**src/rtl/rmob_pkg.sv**
```systemverilog
package rmob_pkg;

  typedef enum logic {
    S_IDLE = 1'b0,
    S_SCAN = 1'b1
  } rmob_state_e;

  function automatic int unsigned wrap_dec(int unsigned i, int unsigned depth);
    return (i == 0) ? depth - 1 : i - 1;
  endfunction

  function automatic int unsigned wrap_inc(int unsigned i, int unsigned depth);
    return (i == depth - 1) ? 0 : i + 1;
  endfunction

endpackage

```
**src/rtl/rmob_keygen.sv**
```systemverilog
module rmob_keygen #(
  parameter int PC_W    = 8,
  parameter int SR_BITS = 6,
  parameter int OFF_W   = 3,
  localparam int KEY_W  = PC_W + SR_BITS
) (
  input  logic [PC_W-1:0]  pc,
  input  logic [OFF_W-1:0] line_off,
  output logic [KEY_W-1:0] key
);

  // Line offset is narrower than the region byte offset, so the sum never carries into the PC bits.
  always_comb begin
    key = {pc, {SR_BITS{1'b0}}} + KEY_W'(line_off);
  end

  initial begin
    a_r3_offset_fits: assert (OFF_W <= SR_BITS);
  end

endmodule

```
**src/rtl/rmob_store.sv**
```systemverilog
module rmob_store #(
  parameter int DEPTH    = 8,
  parameter int REGION_W = 8,
  parameter int KEY_W    = 14,
  parameter int DELTA_W  = 4,
  localparam int IDX_W   = $clog2(DEPTH)
) (
  input  logic                clk,
  input  logic                rst,
  input  logic                we,
  input  logic [REGION_W-1:0] w_region,
  input  logic [KEY_W-1:0]    w_key,
  input  logic [DELTA_W-1:0]  w_delta,
  output logic [IDX_W-1:0]    head_o,
  input  logic [IDX_W-1:0]    rd_idx,
  output logic                rd_valid,
  output logic [REGION_W-1:0] rd_region,
  output logic [KEY_W-1:0]    rd_key,
  output logic [DELTA_W-1:0]  rd_delta,
  input  logic [IDX_W-1:0]    pr_idx,
  output logic                pr_valid,
  output logic [REGION_W-1:0] pr_region
);
  import rmob_pkg::*;

  logic [IDX_W-1:0]    head_q;
  logic [DEPTH-1:0]    val_w;
  logic [REGION_W-1:0] reg_w [DEPTH];
  logic [KEY_W-1:0]    key_w [DEPTH];
  logic [DELTA_W-1:0]  del_w [DEPTH];

  always_ff @(posedge clk) begin
    if (rst)     head_q <= '0;
    else if (we) head_q <= IDX_W'(wrap_inc(int'(head_q), DEPTH));
  end

  for (genvar g = 0; g < DEPTH; g++) begin : g_slot
    logic                v_q;
    logic [REGION_W-1:0] r_q;
    logic [KEY_W-1:0]    k_q;
    logic [DELTA_W-1:0]  d_q;
    always_ff @(posedge clk) begin
      if (rst) begin
        v_q <= 1'b0;
        r_q <= '0;
        k_q <= '0;
        d_q <= '0;
      end else if (we && head_q == IDX_W'(g)) begin
        v_q <= 1'b1;
        r_q <= w_region;
        k_q <= w_key;
        d_q <= w_delta;
      end
    end
    assign val_w[g] = v_q;
    assign reg_w[g] = r_q;
    assign key_w[g] = k_q;
    assign del_w[g] = d_q;
  end

  assign head_o    = head_q;
  assign rd_valid  = val_w[rd_idx];
  assign rd_region = reg_w[rd_idx];
  assign rd_key    = key_w[rd_idx];
  assign rd_delta  = del_w[rd_idx];
  assign pr_valid  = val_w[pr_idx];
  assign pr_region = reg_w[pr_idx];

  // the first cycle out of reset shows an empty buffer
  a_r1_reset_empty: assert property (@(posedge clk) disable iff (rst)
    $past(rst) |-> (head_q == '0 && val_w == '0));

  // head steps by one with wrap on a write
  a_r2_head_step: assert property (@(posedge clk) disable iff (rst)
    we |=> (head_q == (($past(head_q) == IDX_W'(DEPTH-1)) ? '0 : $past(head_q) + 1'b1)));

  // head holds without a write
  a_r2_head_hold: assert property (@(posedge clk) disable iff (rst)
    !we |=> $stable(head_q));

endmodule

```
**src/rtl/rmob_search.sv**
```systemverilog
module rmob_search #(
  parameter int DEPTH    = 8,
  parameter int REGION_W = 8,
  localparam int IDX_W   = $clog2(DEPTH)
) (
  input  logic                clk,
  input  logic                rst,
  input  logic                start,
  input  logic [IDX_W-1:0]    start_ptr,
  input  logic [REGION_W-1:0] target,
  input  logic [IDX_W-1:0]    stop_at,
  output logic [IDX_W-1:0]    pr_idx,
  input  logic                pr_valid,
  input  logic [REGION_W-1:0] pr_region,
  output logic                busy,
  output logic                done,
  output logic                found,
  output logic [IDX_W-1:0]    idx
);
  import rmob_pkg::*;

  rmob_state_e         state_q;
  logic [IDX_W-1:0]    ptr_q;
  logic [IDX_W-1:0]    ptr_prev;
  logic [REGION_W-1:0] tgt_q;
  logic                done_q;
  logic                found_q;
  logic [IDX_W-1:0]    idx_q;

  assign ptr_prev = IDX_W'(wrap_dec(int'(ptr_q), DEPTH));

  always_ff @(posedge clk) begin
    if (rst) begin
      state_q <= S_IDLE;
      ptr_q   <= '0;
      tgt_q   <= '0;
      done_q  <= 1'b0;
      found_q <= 1'b0;
      idx_q   <= '0;
    end else begin
      done_q <= 1'b0;
      unique case (state_q)
        S_IDLE: begin
          if (start) begin
            ptr_q   <= start_ptr;
            tgt_q   <= target;
            state_q <= S_SCAN;
          end
        end
        S_SCAN: begin
          if (!pr_valid) begin
            done_q  <= 1'b1;
            found_q <= 1'b0;
            state_q <= S_IDLE;
          end else if (pr_region == tgt_q) begin
            done_q  <= 1'b1;
            found_q <= 1'b1;
            idx_q   <= ptr_q;
            state_q <= S_IDLE;
          end else if (ptr_prev == stop_at) begin
            done_q  <= 1'b1;
            found_q <= 1'b0;
            state_q <= S_IDLE;
          end else begin
            ptr_q <= ptr_prev;
          end
        end
        default: state_q <= S_IDLE;
      endcase
    end
  end

  assign pr_idx = ptr_q;
  assign busy   = (state_q == S_SCAN);
  assign done   = done_q;
  assign found  = found_q;
  assign idx    = idx_q;

  // a valid matching slot under examination is reported on the next edge
  a_r5_match_reported: assert property (@(posedge clk) disable iff (rst)
    (busy && pr_valid && pr_region == tgt_q) |=> (done && found && idx == $past(ptr_q)));

  // an invalid slot ends the search without a match
  a_r6_invalid_stops: assert property (@(posedge clk) disable iff (rst)
    (busy && !pr_valid) |=> (done && !found));

  // done lasts a single cycle
  a_r8_done_pulse: assert property (@(posedge clk) disable iff (rst)
    done |=> !done);

endmodule

```
**src/rtl/region_miss_order_buf.sv**
```systemverilog
module region_miss_order_buf #(
  parameter int DEPTH    = 8,
  parameter int REGION_W = 8,
  parameter int PC_W     = 8,
  parameter int SR_BITS  = 6,
  parameter int OFF_W    = 3,
  parameter int DELTA_W  = 4,
  localparam int IDX_W   = $clog2(DEPTH),
  localparam int KEY_W   = PC_W + SR_BITS
) (
  input  logic                clk,
  input  logic                rst,
  input  logic                wr_valid,
  output logic                wr_ready,
  input  logic [REGION_W-1:0] wr_region,
  input  logic [PC_W-1:0]     wr_pc,
  input  logic [OFF_W-1:0]    wr_offset,
  input  logic [DELTA_W-1:0]  wr_delta,
  input  logic                lk_valid,
  output logic                lk_ready,
  input  logic                lk_miss,
  input  logic [REGION_W-1:0] lk_region,
  output logic                srch_done,
  output logic                srch_found,
  output logic [IDX_W-1:0]    srch_idx,
  output logic [IDX_W-1:0]    head,
  input  logic [IDX_W-1:0]    rd_idx,
  output logic                rd_valid,
  output logic [REGION_W-1:0] rd_region,
  output logic [KEY_W-1:0]    rd_key,
  output logic [DELTA_W-1:0]  rd_delta
);
  import rmob_pkg::*;

  logic                wr_fire;
  logic                lk_start;
  logic                busy;
  logic [KEY_W-1:0]    key;
  logic [IDX_W-1:0]    head_w;
  logic [IDX_W-1:0]    newest;
  logic [IDX_W-1:0]    pr_idx;
  logic                pr_valid;
  logic [REGION_W-1:0] pr_region;

  assign wr_ready = !busy;
  assign lk_ready = !busy;
  assign wr_fire  = wr_valid && wr_ready;
  assign lk_start = lk_valid && lk_ready && lk_miss;
  // A write on the same edge becomes the newest slot, which is the current head.
  assign newest   = wr_fire ? head_w : IDX_W'(wrap_dec(int'(head_w), DEPTH));
  assign head     = head_w;

  rmob_keygen #(.PC_W(PC_W), .SR_BITS(SR_BITS), .OFF_W(OFF_W)) u_key (
    .pc(wr_pc), .line_off(wr_offset), .key(key)
  );

  rmob_store #(.DEPTH(DEPTH), .REGION_W(REGION_W), .KEY_W(KEY_W), .DELTA_W(DELTA_W)) u_store (
    .clk(clk), .rst(rst), .we(wr_fire),
    .w_region(wr_region), .w_key(key), .w_delta(wr_delta),
    .head_o(head_w),
    .rd_idx(rd_idx), .rd_valid(rd_valid), .rd_region(rd_region),
    .rd_key(rd_key), .rd_delta(rd_delta),
    .pr_idx(pr_idx), .pr_valid(pr_valid), .pr_region(pr_region)
  );

  rmob_search #(.DEPTH(DEPTH), .REGION_W(REGION_W)) u_search (
    .clk(clk), .rst(rst), .start(lk_start), .start_ptr(newest),
    .target(lk_region), .stop_at(head_w),
    .pr_idx(pr_idx), .pr_valid(pr_valid), .pr_region(pr_region),
    .busy(busy), .done(srch_done), .found(srch_found), .idx(srch_idx)
  );

  // head frozen while a search is in flight
  a_r9_head_frozen: assert property (@(posedge clk) disable iff (rst)
    busy |=> $stable(head_w));

  // a non-miss lookup from idle leaves the block idle
  a_r4_no_search: assert property (@(posedge clk) disable iff (rst)
    (lk_valid && lk_ready && !lk_miss) |=> !busy);

  initial begin
    a_r7_depth_min: assert (DEPTH >= 2);
  end

endmodule

```
**config.mk**
```make
export PLATFORM = sky130hd
export DESIGN_NAME = region_miss_order_buf
export DESIGN_NICKNAME = d
export VERILOG_FILES = /design/src/rtl/rmob_pkg.sv /design/src/rtl/rmob_keygen.sv /design/src/rtl/rmob_store.sv /design/src/rtl/rmob_search.sv /design/src/rtl/region_miss_order_buf.sv
export SDC_FILE = /design/constraint.sdc
export NUM_CORES = 1
export LEC_CHECK = 0
export ABC_AREA = 0
export BUFFER_PORTS_ARGS = -buffer_cell sky130_fd_sc_hd__buf_2
export CAP_MARGIN = 20
export CORE_UTILIZATION = 45
export CTS_CLUSTER_DIAMETER = 30
export CTS_CLUSTER_SIZE = 28
export DETAILED_ROUTE_END_ITERATION = 7
export GPL_TIMING_DRIVEN = 1
export PLACE_DENSITY_LB_ADDON = 0.05
export SLEW_MARGIN = 20
export SYNTH_ARGS = -nofsm -noshare
export SYNTH_HDL_FRONTEND = slang
export SYNTH_SLANG_ARGS = --single-unit
export TNS_END_PERCENT = 50
```
**constraint.sdc**
```tcl
create_clock -name clk -period 3.2 [get_ports clk]
set_clock_uncertainty 0.15 [all_clocks]
set_input_delay 0.64 -clock clk [delete_from_list [all_inputs] [get_ports clk]]
set_output_delay 0.64 -clock clk [all_outputs]
set_load 0.005 [all_outputs]
```
==> run_summary.xml, run 1 <==
<?xml version="1.0" encoding="UTF-8"?>
<metrics>
  <group name="run_status">
    <metric name="status" unit="">finished, final reports clean</metric>
  </group>
  <group name="global_routing">
    <metric name="gr-usage-all-layers" unit="%">27.6</metric>
    <metric name="grt_pass1_vias" unit="">7953</metric>
    <metric name="number_of_antenna_violations_at_the_first_check_in_global_routing" unit="">0</metric>
    <metric name="grt_overflow" unit="">0</metric>
    <metric name="global_route_wire_length_before_repair" unit="mm">46.3</metric>
    <metric name="grt_start_max_net_pins" unit="">85</metric>
  </group>
  <group name="synthesis">
    <metric name="post_synth_num_cell_types" unit="">36</metric>
    <metric name="synth_edf_count" unit="">0</metric>
    <metric name="most_numerous_cell_in_the_yosys_netlist" unit="">nand2_1</metric>
    <metric name="synth.top_cell.area_share" unit="%">43.4</metric>
    <metric name="yosysTopAreaCell" unit="">dfxtp_1</metric>
    <metric name="asyncSetResetFlopFracSynth" unit="%">0</metric>
    <metric name="ys.warnings.count" unit="">0</metric>
    <metric name="yosys-top-cells-count" unit="">nand2_1, dfxtp_1, a21oi_1</metric>
    <metric name="ys_flop_type" unit="">dfxtp_1</metric>
    <metric name="register_area_share_after_synthesis" unit="%">43.4</metric>
    <metric name="syn_avg_cell_area" unit="sq um">8.56</metric>
    <metric name="synth_area_leaders" unit="">dfxtp_1, nand2_1, mux4_2</metric>
    <metric name="synth_cells" unit="">1143</metric>
    <metric name="synth.cell_area" unit="sq um">9790</metric>
    <metric name="ys_seq_elements" unit="">212</metric>
  </group>
  <group name="floorplan">
    <metric name="io-pin-count" unit="">76</metric>
    <metric name="core_region_area" unit="sq um">21200</metric>
    <metric name="floorplan.die.height" unit="um">149</metric>
    <metric name="row_count" unit="">53</metric>
    <metric name="die-width" unit="um">149</metric>
    <metric name="start_util" unit="%">46.3</metric>
    <metric name="design.die.area" unit="sq um">22300</metric>
  </group>
  <group name="pwr">
    <metric name="peakVddDrop" unit="uV">578</metric>
    <metric name="power_per_standard_cell_area" unit="nW/um^2">702</metric>
    <metric name="power.static_leakage" unit="nW">4.48</metric>
  </group>
  <group name="placement">
    <metric name="port_buffers" unit="">72</metric>
    <metric name="dp.final_hpwl" unit="mm">18.1</metric>
    <metric name="routabilityCongestion" unit="">0.856</metric>
    <metric name="worst_slack_after_detailed_placement" unit="ns">0.286</metric>
  </group>
  <group name="clock_tree">
    <metric name="clock_insertion_delay_worst_skew" unit="ns">0.54</metric>
    <metric name="htree_num_levels" unit="">2</metric>
    <metric name="postCtsSetupBuffers" unit="">0</metric>
    <metric name="clkSinkCount" unit="">212</metric>
    <metric name="numCtsBuffers" unit="">48</metric>
    <metric name="cts-hold-fix-buffers" unit="">0</metric>
    <metric name="clk_pin_slew_worst_paths" unit="ns">0.05</metric>
    <metric name="clock_tree.buffer_depth" unit="">3</metric>
    <metric name="clock_tree.root_cell" unit="">clkbuf_16</metric>
    <metric name="cts_resized" unit="">0</metric>
    <metric name="cts_tree" unit="">yes</metric>
  </group>
  <group name="setup_path">
    <metric name="startpoint" unit="">rd_idx[0]</metric>
    <metric name="crit_path_top_delay_cell" unit="">mux4_2</metric>
    <metric name="regToRegStartpoint" unit="">u_search.pr_idx[0]</metric>
    <metric name="worst-path-buf-inv" unit="">3</metric>
    <metric name="crit_path_cell_trace" unit="">buf_4, buf_12, mux4_2, mux2_2, buf_2</metric>
    <metric name="critical_path_class" unit="">in -&gt; out</metric>
    <metric name="worstPathRequired" unit="ns">2.41</metric>
    <metric name="worst_setup_slack_for_register_to_register_paths" unit="ns">0.33</metric>
    <metric name="critPathMaxFanout" unit="">18</metric>
    <metric name="critical-path-top-delay-family" unit="">multiplexers</metric>
    <metric name="critical_path.startpoint_type" unit="">input port</metric>
    <metric name="worst_path_largest_cell_delay" unit="ns">0.52</metric>
    <metric name="cp_data_arrival_time" unit="ns">2.10</metric>
    <metric name="worst_setup_path_end_kind" unit="">output port</metric>
  </group>
  <group name="finish">
    <metric name="finish.net_count" unit="">1246</metric>
    <metric name="layout.filler_cells" unit="">1896</metric>
    <metric name="num_antenna_cells" unit="">0</metric>
    <metric name="multi_input_comb_area" unit="sq um">5070</metric>
    <metric name="areaGrowthSynthToFinish" unit="%">24.9</metric>
    <metric name="drive_above_1_share" unit="%">23.7</metric>
    <metric name="final-seq-area" unit="sq um">4240</metric>
  </group>
  <group name="timing">
    <metric name="worst_setup_slack_after_layout" unit="ns">0.312</metric>
    <metric name="final.setup.tns" unit="ns">0</metric>
    <metric name="timing.final.crit_share" unit="%">90.2</metric>
    <metric name="min_period" unit="ns">2.89</metric>
    <metric name="grt_setup_unrepaired" unit="">no</metric>
    <metric name="report.final.hold_viol_count" unit="">0</metric>
    <metric name="worst_slew_margin_rel" unit="%">55.0</metric>
    <metric name="setup_viol" unit="">0</metric>
    <metric name="achievable-frequency" unit="GHz">0.346</metric>
    <metric name="timing.final.max_slew_violations" unit="">0</metric>
    <metric name="timing_worst_slew_pin_value" unit="ns">0.676</metric>
  </group>
  <group name="detailed_routing">
    <metric name="vias_per_cell" unit="">5.46</metric>
    <metric name="postRouteWirelength" unit="mm">30.1</metric>
    <metric name="drt_iter0_markers" unit="">556</metric>
    <metric name="drcViolationCount" unit="">0</metric>
    <metric name="detailedRoute.firstPassIterationCount" unit="">5</metric>
    <metric name="dr_total_vias" unit="">8256</metric>
    <metric name="wl_per_cell" unit="um">19.9</metric>
    <metric name="detail-route-antenna-nets" unit="">0</metric>
  </group>
  <group name="run">
    <metric name="timing.max_cap.violations" unit="">0</metric>
  </group>
  <group name="hold_path">
    <metric name="hold_path_class" unit="">in -&gt; reg</metric>
    <metric name="hold_path.startpoint" unit="">lk_region[6]</metric>
  </group>
</metrics>
-- kinds of logic after synthesis --
kind of cell / synth area share, %
xor+xnor: 0.626
simple gates: 18.8
fa+ha+maj: 1.15
compound gates: 12.1
flops: 43.4
other cells: 0.0383
mux: 18.9
buf+inv: 5.10
-- where the power goes --
group | switching, W | internal [W] | leakage [nW] | total [W]
Sequential | 0.0000556 | 0.00271 | 1.71 | 0.00277
Combinational | 0.000374 | 0.000258 | 1.94 | 0.000632
Clock | 0.00159 | 0.00358 | 0.825 | 0.00518
Total | 0.00202 | 0.00655 | 4.48 | 0.00858
-- final timing paths --
check,cells after the start,to
worst max-delay path,5,rd_key[10]
worst min-delay path,3,u_search.tgt_q[6]
worst max register to register,8,u_search.pr_idx[1]
worst min register to register,2,u_store.g_slot[3].k_q[7]
-- cell usage in the layout (no fill, tap or decap), types with 6 or more instances in the layout --
cell type / n
and3_1: 6
buf_12: 10
clkinv_2: 9
ha_1: 9
nor2b_1: 8
dfxtp_1: 212
mux4_2: 58
nand2b_1: 6
a22oi_1: 8
buf_4: 31
clkbuf_16: 50
mux2i_1: 25
clkinvlp_4: 11
nand2_1: 400
buf_2: 70
a21oi_1: 204
bufinv_16: 8
nor2_2: 6
nor2_1: 22
mux2_2: 26
inv_1: 6
-- metal layers --
layer	GRT usage, %	vias to the layer above	part of all wire [%]
met5	0	-	0
met4	8.16	0	1.8
met3	5.67	56	6.4
met2	47.2	238	50
met1	35.0	3984	42
li1	-	3978	-
-- cell type report --
| type | count | area share [%] |
|---|---|---|
| Sequential cell | 212 | 34.7 |
| Clock inverter | 34 | 3.50 |
| Inverter | 8 | 0.246 |
| Clock buffer | 56 | 10.8 |
| Timing Repair Buffer | 112 | 6.50 |
| Multi-Input combinational cell | 816 | 41.5 |
| Tap cell | 275 | 2.82 |
-- sequential cells by signal (all words and copies together) (netlist names) --
name                flops
u_search.tgt_q          8
u_store.head_o          3
u_store.g_slot.k_q     88
u_store.g_slot.r_q     64
u_search.idx            3
u_store.g_slot.d_q     32
u_search.found          1
u_store.g_slot.v_q      8
u_search.done           1
u_search.pr_idx         3
u_search.busy           1
-- worst reg2reg max path: cells and delay by family (launching register included) --
kind | cells | cell delay, ns
mux | 3 | 1.06
flops | 1 | 0.50
compound gates | 2 | 0.46
simple gates | 1 | 0.21
buf+inv | 1 | 0.20
xor+xnor | 1 | 0.18
-- stage by stage --
| stage | hold slack (ns) | total power [W] | util (%) | area, sq um | instances |
|---|---|---|---|---|---|
| CTS | 0.192 | 0.00865 | 57.8 | 12200 | 1513 |
| finish | 0.200 | 0.00858 | 57.8 | 12200 | 1513 |
| global placement | 0.289 | 0.00344 | 49.5 | 10500 | 1423 |
| global route | 0.210 | 0.00885 | 57.8 | 12200 | 1513 |
| detailed placement | 0.294 | 0.00345 | 49.5 | 10500 | 1423 |
| floorplan | 0.283 | 0.00323 | - | 9790 | 1145 |
Note: power is estimated with default switching activity, not from simulation.
==> run 2: changes to the inputs <==
CORE_UTILIZATION = 43   (was 45)
GPL_ROUTABILITY_DRIVEN = 0   (was unset)
==> run 2 against run 1 <==
Effect of this change: clock power increased by 5.8%; register-to-register slack about the same; sequential share of layout area decreased by 0.20 points; sequential power about the same; first-iteration DRC count increased by 7.4%; highest routed layer unchanged.
==> run_summary.xml, run 2 (synthesis results as in run 1) <==
<?xml version="1.0" encoding="UTF-8"?>
<metrics>
  <group name="detailed_routing">
    <metric name="postRouteWirelength" unit="mm">30.0</metric>
    <metric name="vias_per_cell" unit="">5.41</metric>
    <metric name="wl_per_cell" unit="um">19.8</metric>
    <metric name="drt_iter0_markers" unit="">597</metric>
    <metric name="detail-route-antenna-nets" unit="">0</metric>
    <metric name="detailedRoute.firstPassIterationCount" unit="">5</metric>
    <metric name="dr_total_vias" unit="">8205</metric>
    <metric name="drcViolationCount" unit="">0</metric>
  </group>
  <group name="setup_path">
    <metric name="worst_r2r_path_depth" unit="">7</metric>
    <metric name="crit_path_cell_trace" unit="">buf_4, mux4_2, mux2i_1, xnor2_1, nor4_4, mux2_2, a211oi_1</metric>
    <metric name="cp_data_arrival_time" unit="ns">3.17</metric>
    <metric name="worstSetupEndpoint" unit="">u_search.pr_idx[1]</metric>
    <metric name="critical-path-top-delay-family" unit="">multiplexers</metric>
    <metric name="worst_path_largest_cell_delay" unit="ns">0.60</metric>
    <metric name="regToRegStartpoint" unit="">u_search.pr_idx[0]</metric>
    <metric name="crit_path_top_delay_cell" unit="">dfxtp_1</metric>
    <metric name="worstPathRequired" unit="ns">3.49</metric>
    <metric name="startpoint" unit="">u_search.pr_idx[0]</metric>
    <metric name="rr_endpoint" unit="">u_search.pr_idx[1]</metric>
    <metric name="critical_path_depth" unit="">7</metric>
    <metric name="critical_path.startpoint_type" unit="">flip-flop</metric>
    <metric name="worst-path-buf-inv" unit="">1</metric>
    <metric name="worst_setup_path_end_kind" unit="">flip-flop</metric>
    <metric name="worst_setup_slack_for_register_to_register_paths" unit="ns">0.32</metric>
    <metric name="critPathMaxFanout" unit="">8</metric>
    <metric name="critical_path_class" unit="">reg -&gt; reg</metric>
  </group>
  <group name="clock_tree">
    <metric name="clkSinkCount" unit="">212</metric>
    <metric name="clock_insertion_delay_worst_skew" unit="ns">0.54</metric>
    <metric name="cts-hold-fix-buffers" unit="">0</metric>
    <metric name="cts_tree" unit="">yes</metric>
    <metric name="htree_num_levels" unit="">2</metric>
    <metric name="postCtsSetupBuffers" unit="">0</metric>
    <metric name="clk_pin_slew_worst_paths" unit="ns">0.04</metric>
    <metric name="clock_tree.buffer_depth" unit="">3</metric>
    <metric name="cts_resized" unit="">0</metric>
    <metric name="clock_tree.root_cell" unit="">clkbuf_16</metric>
    <metric name="numCtsBuffers" unit="">50</metric>
  </group>
  <group name="finish">
    <metric name="num_antenna_cells" unit="">0</metric>
    <metric name="layout.cells.most_common" unit="">nand2_1</metric>
    <metric name="most-common-layout-cells" unit="">nand2_1, dfxtp_1, a21oi_1</metric>
    <metric name="drive_above_1_share" unit="%">23.4</metric>
    <metric name="largest_registers" unit="">u_store.g_slot.k_q x88, u_store.g_slot.r_q x64, u_store.g_slot.d_q x32</metric>
    <metric name="largest_register_ffs" unit="">88</metric>
    <metric name="registers.top_by_ff_count" unit="">u_store.g_slot.k_q</metric>
    <metric name="areaGrowthSynthToFinish" unit="%">25.6</metric>
    <metric name="finish.net_count" unit="">1245</metric>
  </group>
  <group name="pwr">
    <metric name="report.power.total" unit="W">0.00888</metric>
    <metric name="peakVddDrop" unit="uV">435</metric>
    <metric name="internal_power" unit="W">0.00689</metric>
    <metric name="power.static_leakage" unit="nW">4.53</metric>
    <metric name="switchingPower" unit="W">0.00199</metric>
    <metric name="power_per_standard_cell_area" unit="nW/um^2">723</metric>
    <metric name="sw_frac_of_total" unit="%">22.4</metric>
    <metric name="relative_contribution_of_combinational_cells_to_total_power" unit="%">7.1</metric>
    <metric name="clock_power_share" unit="%">61.7</metric>
    <metric name="p_seq_share" unit="%">31.2</metric>
  </group>
  <group name="floorplan">
    <metric name="die-width" unit="um">153</metric>
    <metric name="floorplan.die.height" unit="um">153</metric>
    <metric name="io-pin-count" unit="">76</metric>
    <metric name="core_region_area" unit="sq um">22100</metric>
    <metric name="start_util" unit="%">44.3</metric>
    <metric name="design.die.area" unit="sq um">23400</metric>
    <metric name="row_count" unit="">54</metric>
  </group>
  <group name="timing">
    <metric name="min_period" unit="ns">2.88</metric>
    <metric name="setup_viol" unit="">0</metric>
    <metric name="worst_slew_margin_rel" unit="%">48.1</metric>
    <metric name="timing_worst_slew_pin_value" unit="ns">0.777</metric>
    <metric name="timing.final.crit_share" unit="%">90.0</metric>
    <metric name="grt_setup_unrepaired" unit="">no</metric>
    <metric name="final.setup.tns" unit="ns">0</metric>
    <metric name="achievable-frequency" unit="GHz">0.347</metric>
    <metric name="report.final.hold_viol_count" unit="">0</metric>
    <metric name="hold_slack" unit="ns">0.198</metric>
    <metric name="timing.final.max_slew_violations" unit="">0</metric>
  </group>
  <group name="run_status">
    <metric name="status" unit="">finished, final reports clean</metric>
  </group>
  <group name="global_routing">
    <metric name="grt_pass1_vias" unit="">8144</metric>
    <metric name="grt_start_max_net_pins" unit="">83</metric>
    <metric name="grt_overflow" unit="">0</metric>
    <metric name="gr-usage-all-layers" unit="%">26.2</metric>
    <metric name="global_route_wire_length_before_repair" unit="mm">46.9</metric>
    <metric name="number_of_antenna_violations_at_the_first_check_in_global_routing" unit="">0</metric>
  </group>
  <group name="run">
    <metric name="timing.max_cap.violations" unit="">0</metric>
  </group>
  <group name="hold_path">
    <metric name="hold_path_class" unit="">in -&gt; reg</metric>
  </group>
  <group name="placement">
    <metric name="port_buffers" unit="">72</metric>
    <metric name="dp.final_hpwl" unit="mm">17.8</metric>
  </group>
</metrics>
==> run 2: changes by cell type in the layout (fill, tap and decap cells not counted), sizes merged <==
cell      previous run  this run
bufinv               8        11
clkinvlp            11         5
clkbuf              56        62
buf                112       109
clkinv              15        13
==> run 2: routing by layer <==
metal  GRT usage, %  share of wire, %  vias up
li1               -                 -     3981
met1           33.2                43     3970
met2           45.7                50      205
met3           3.69               4.6       49
met4           8.66               2.0        0
met5              0                 0        -
==> run 2: worst min-delay path by stage <==
stage                              from                        to  slack [ns]  cells past startpoint
2_1_floorplan  u_store.g_slot[1].d_q[0]  u_store.g_slot[1].d_q[0]        0.28                      2
3_3_place_gp   u_store.g_slot[1].d_q[0]  u_store.g_slot[1].d_q[0]        0.29                      2
3_5_place_dp   u_store.g_slot[1].d_q[0]  u_store.g_slot[1].d_q[0]        0.29                      2
4_1_cts                    lk_region[4]         u_search.tgt_q[4]        0.19                      3
5_1_grt                    lk_region[7]         u_search.tgt_q[7]        0.21                      3
6_report                   lk_region[4]         u_search.tgt_q[4]        0.20                      3
==> run 2: layout make-up <==
cell class | count | area (sq um)
Multi-Input combinational cell | 816 | 5070
Clock buffer | 62 | 1390
Sequential cell | 212 | 4240
Tap cell | 280 | 350
Fill cell | 2039 | 9800
Inverter | 8 | 30.0
Clock inverter | 29 | 440
Timing Repair Buffer | 109 | 772
==> run 2: power groups by stage <==
stage / logic, W / clock network (W) / registers, W
2_1_floorplan: 0.000442 / 0 / 0.00279
3_3_place_gp: 0.000629 / 0 / 0.00282
3_5_place_dp: 0.000635 / 0 / 0.00282
4_1_cts: 0.000637 / 0.00554 / 0.00277
5_1_grt: 0.000689 / 0.00569 / 0.00278
6_report: 0.000632 / 0.00548 / 0.00277
==> run 2: worst min-delay path, cell delays in order <==
cell and delay, ns:
buf_2 0.09, nand2_1 0.04, a21oi_1 0.05
==> run 2: metrics by stage <==
step / utilization (%) / area [sq um] / setup slack, ns / std cells
after floorplan: - / 9790 / 0.132 / 1145
after global placement: 47.4 / 10500 / 0.371 / 1425
after detailed placement: 47.4 / 10500 / 0.320 / 1425
after CTS: 55.6 / 12300 / 0.303 / 1516
after global routing: 55.6 / 12300 / 0.109 / 1516
final: 55.6 / 12300 / 0.319 / 1516
==> run 3: changes to the inputs <==
CTS_BUF_LIST = sky130_fd_sc_hd__clkbuf_4   (was unset)
PLACE_DENSITY_LB_ADDON = unset   (was 0.05)
==> run 3 against run 2 <==
Effect of this change: design area is 8.7% lower; worst setup slack gained 0.045 ns; count of clock-buffer cells in the layout is 7 lower; via count up 0.48%; worst hold slack worse by 0.15 ns; largest power group unchanged; first-iteration DRC count is 2.2% higher; die area did not move; largest cell class unchanged; routed wire length shrank 7.7%; flip-flop and latch count unchanged; non-clock buffer count down 8.
==> run_summary.xml, run 3 (synthesis results as in run 1) <==
<?xml version="1.0" encoding="UTF-8"?>
<metrics>
  <group name="timing">
    <metric name="achievable-frequency" unit="GHz">0.353</metric>
    <metric name="timing.final.max_slew_violations" unit="">0</metric>
    <metric name="min_period" unit="ns">2.84</metric>
    <metric name="timing.final.crit_share" unit="%">88.6</metric>
    <metric name="final.setup.tns" unit="ns">0</metric>
    <metric name="setup_viol" unit="">0</metric>
    <metric name="report.final.hold_viol_count" unit="">0</metric>
    <metric name="worst_slew_margin_rel" unit="%">51.4</metric>
    <metric name="timing_worst_slew_pin_value" unit="ns">0.729</metric>
    <metric name="worst_setup_slack_after_layout" unit="ns">0.363</metric>
    <metric name="grt_setup_unrepaired" unit="">no</metric>
  </group>
  <group name="setup_path">
    <metric name="critical-path-top-cell-by-count" unit="">buf_2</metric>
    <metric name="crit_path_top_delay_cell" unit="">mux4_2</metric>
    <metric name="worst_path_largest_cell_delay" unit="ns">0.33</metric>
    <metric name="cp_data_arrival_time" unit="ns">2.05</metric>
    <metric name="worstPathRequired" unit="ns">2.41</metric>
    <metric name="critical_path_class" unit="">in -&gt; out</metric>
    <metric name="crit_path_cell_trace" unit="">buf_2, buf_12, buf_4, mux4_2, mux2_2, buf_2</metric>
    <metric name="critPathMaxFanout" unit="">35</metric>
    <metric name="critical_path.startpoint_type" unit="">input port</metric>
    <metric name="worst_setup_path_end_kind" unit="">output port</metric>
  </group>
  <group name="placement">
    <metric name="worst_slack_after_detailed_placement" unit="ns">0.362</metric>
    <metric name="port_buffers" unit="">72</metric>
    <metric name="dp.final_hpwl" unit="mm">16.0</metric>
  </group>
  <group name="floorplan">
    <metric name="die-width" unit="um">153</metric>
    <metric name="floorplan.die.height" unit="um">153</metric>
    <metric name="start_util" unit="%">44.3</metric>
    <metric name="design.die.area" unit="sq um">23400</metric>
    <metric name="core_region_area" unit="sq um">22100</metric>
    <metric name="io-pin-count" unit="">76</metric>
    <metric name="row_count" unit="">54</metric>
  </group>
  <group name="finish">
    <metric name="finish.net_count" unit="">1236</metric>
    <metric name="most-common-layout-cells" unit="">nand2_1, dfxtp_1, a21oi_1</metric>
    <metric name="layout.filler_cells" unit="">2119</metric>
    <metric name="layout.cells.most_common" unit="">nand2_1</metric>
    <metric name="largest_register_ffs" unit="">88</metric>
    <metric name="largest_registers" unit="">u_store.g_slot.k_q x88, u_store.g_slot.r_q x64, u_store.g_slot.d_q x32</metric>
    <metric name="registers.top_by_ff_count" unit="">u_store.g_slot.k_q</metric>
    <metric name="drive_above_1_share" unit="%">22.7</metric>
    <metric name="areaGrowthSynthToFinish" unit="%">14.7</metric>
  </group>
  <group name="clock_tree">
    <metric name="postCtsSetupBuffers" unit="">0</metric>
    <metric name="clkSinkCount" unit="">212</metric>
    <metric name="numCtsBuffers" unit="">49</metric>
    <metric name="cts_tree" unit="">yes</metric>
    <metric name="cts_resized" unit="">0</metric>
    <metric name="clock_insertion_delay_worst_skew" unit="ns">0.66</metric>
    <metric name="cts-hold-fix-buffers" unit="">0</metric>
    <metric name="htree_num_levels" unit="">2</metric>
    <metric name="clock_tree.buffer_depth" unit="">3</metric>
    <metric name="clock_tree.root_cell" unit="">clkbuf_4</metric>
    <metric name="clk_pin_slew_worst_paths" unit="ns">0.08</metric>
  </group>
  <group name="run_status">
    <metric name="status" unit="">finished, final reports clean</metric>
  </group>
  <group name="hold_path">
    <metric name="hold_path_class" unit="">in -&gt; reg</metric>
  </group>
  <group name="global_routing">
    <metric name="grt_start_max_net_pins" unit="">93</metric>
    <metric name="gr-usage-all-layers" unit="%">24.0</metric>
    <metric name="grt_overflow" unit="">0</metric>
    <metric name="grt_pass1_vias" unit="">7948</metric>
    <metric name="global_route_wire_length_before_repair" unit="mm">43.8</metric>
    <metric name="number_of_antenna_violations_at_the_first_check_in_global_routing" unit="">1</metric>
  </group>
  <group name="pwr">
    <metric name="power_per_standard_cell_area" unit="nW/um^2">549</metric>
    <metric name="peakVddDrop" unit="uV">283</metric>
    <metric name="power.static_leakage" unit="nW">4.02</metric>
  </group>
  <group name="detailed_routing">
    <metric name="drcViolationCount" unit="">0</metric>
    <metric name="detailedRoute.firstPassIterationCount" unit="">5</metric>
    <metric name="drt_iter0_markers" unit="">610</metric>
    <metric name="dr_total_vias" unit="">8244</metric>
    <metric name="wl_per_cell" unit="um">18.3</metric>
    <metric name="detail-route-antenna-nets" unit="">0</metric>
    <metric name="vias_per_cell" unit="">5.46</metric>
    <metric name="postRouteWirelength" unit="mm">27.7</metric>
  </group>
  <group name="run">
    <metric name="timing.max_cap.violations" unit="">0</metric>
  </group>
</metrics>
==> run 3: changes by cell type in the layout (fill, tap and decap cells not counted), sizes merged, moves of 3 or more <==
cell / change
buf: -8
clkinv: +4
clkinvlp: +5
bufinv: -3
clkbuf: -7
==> run 3: power breakdown <==
group | switching, W | internal (W)
logic | 0.000368 | 0.000247
registers | 0.0000491 | 0.00270
clock network | 0.00126 | 0.00154
total | 0.00168 | 0.00449
==> run 3: final cells by class <==
type                    count  area, sq um  share of cell area, %
multi-input cells         816         5070                   45.1
flip-flops and latches    212         4240                   37.8
repair buffers            101          699                   6.23
clock inverters            37          417                   3.71
clock buffers              55          413                   3.68
well taps                 280          350                   3.12
inverters                   8         30.0                  0.268
diodes                      2         5.00                 0.0446
==> run 3: worst paths after layout <==
path / from / end / slack [ns] / cells past startpoint
setup / recovery: rd_idx[1] / rd_key[7] / 0.36 / 6
hold / removal: lk_region[6] / u_search.tgt_q[6] / 0.05 / 3
setup reg to reg: u_search.pr_idx[0] / u_search.idx[2] / 0.36 / 9
hold reg to reg: u_store.g_slot[6].d_q[1] / u_store.g_slot[6].d_q[1] / 0.30 / 2
==> run 3: layer usage <==
layer	GRT usage, %	wire (um)	vias up
met5	0	0	-
li1	-	-	3973
met4	7.07	534	0
met3	4.00	1870	44
met1	31.4	12000	3959
met2	40.6	13400	268
==> run 3: through the flow <==
stage	hold slack (ns)	total power (W)	util, %	cell area, sq um	instances
floorplan	0.283	0.00323	-	9790	1145
global placement	0.289	0.00342	47.0	10400	1417
detailed placement	0.294	0.00343	47.0	10400	1417
CTS	0.00820	0.00623	50.8	11200	1509
global route	0.00742	0.00642	50.8	11200	1511
finish	0.0471	0.00616	50.8	11200	1511
==> run 3: worst max-delay path: cells and delay by family <==
family,cells,cell delay (ns)
buffers and inverters,4,0.76
muxes,2,0.61
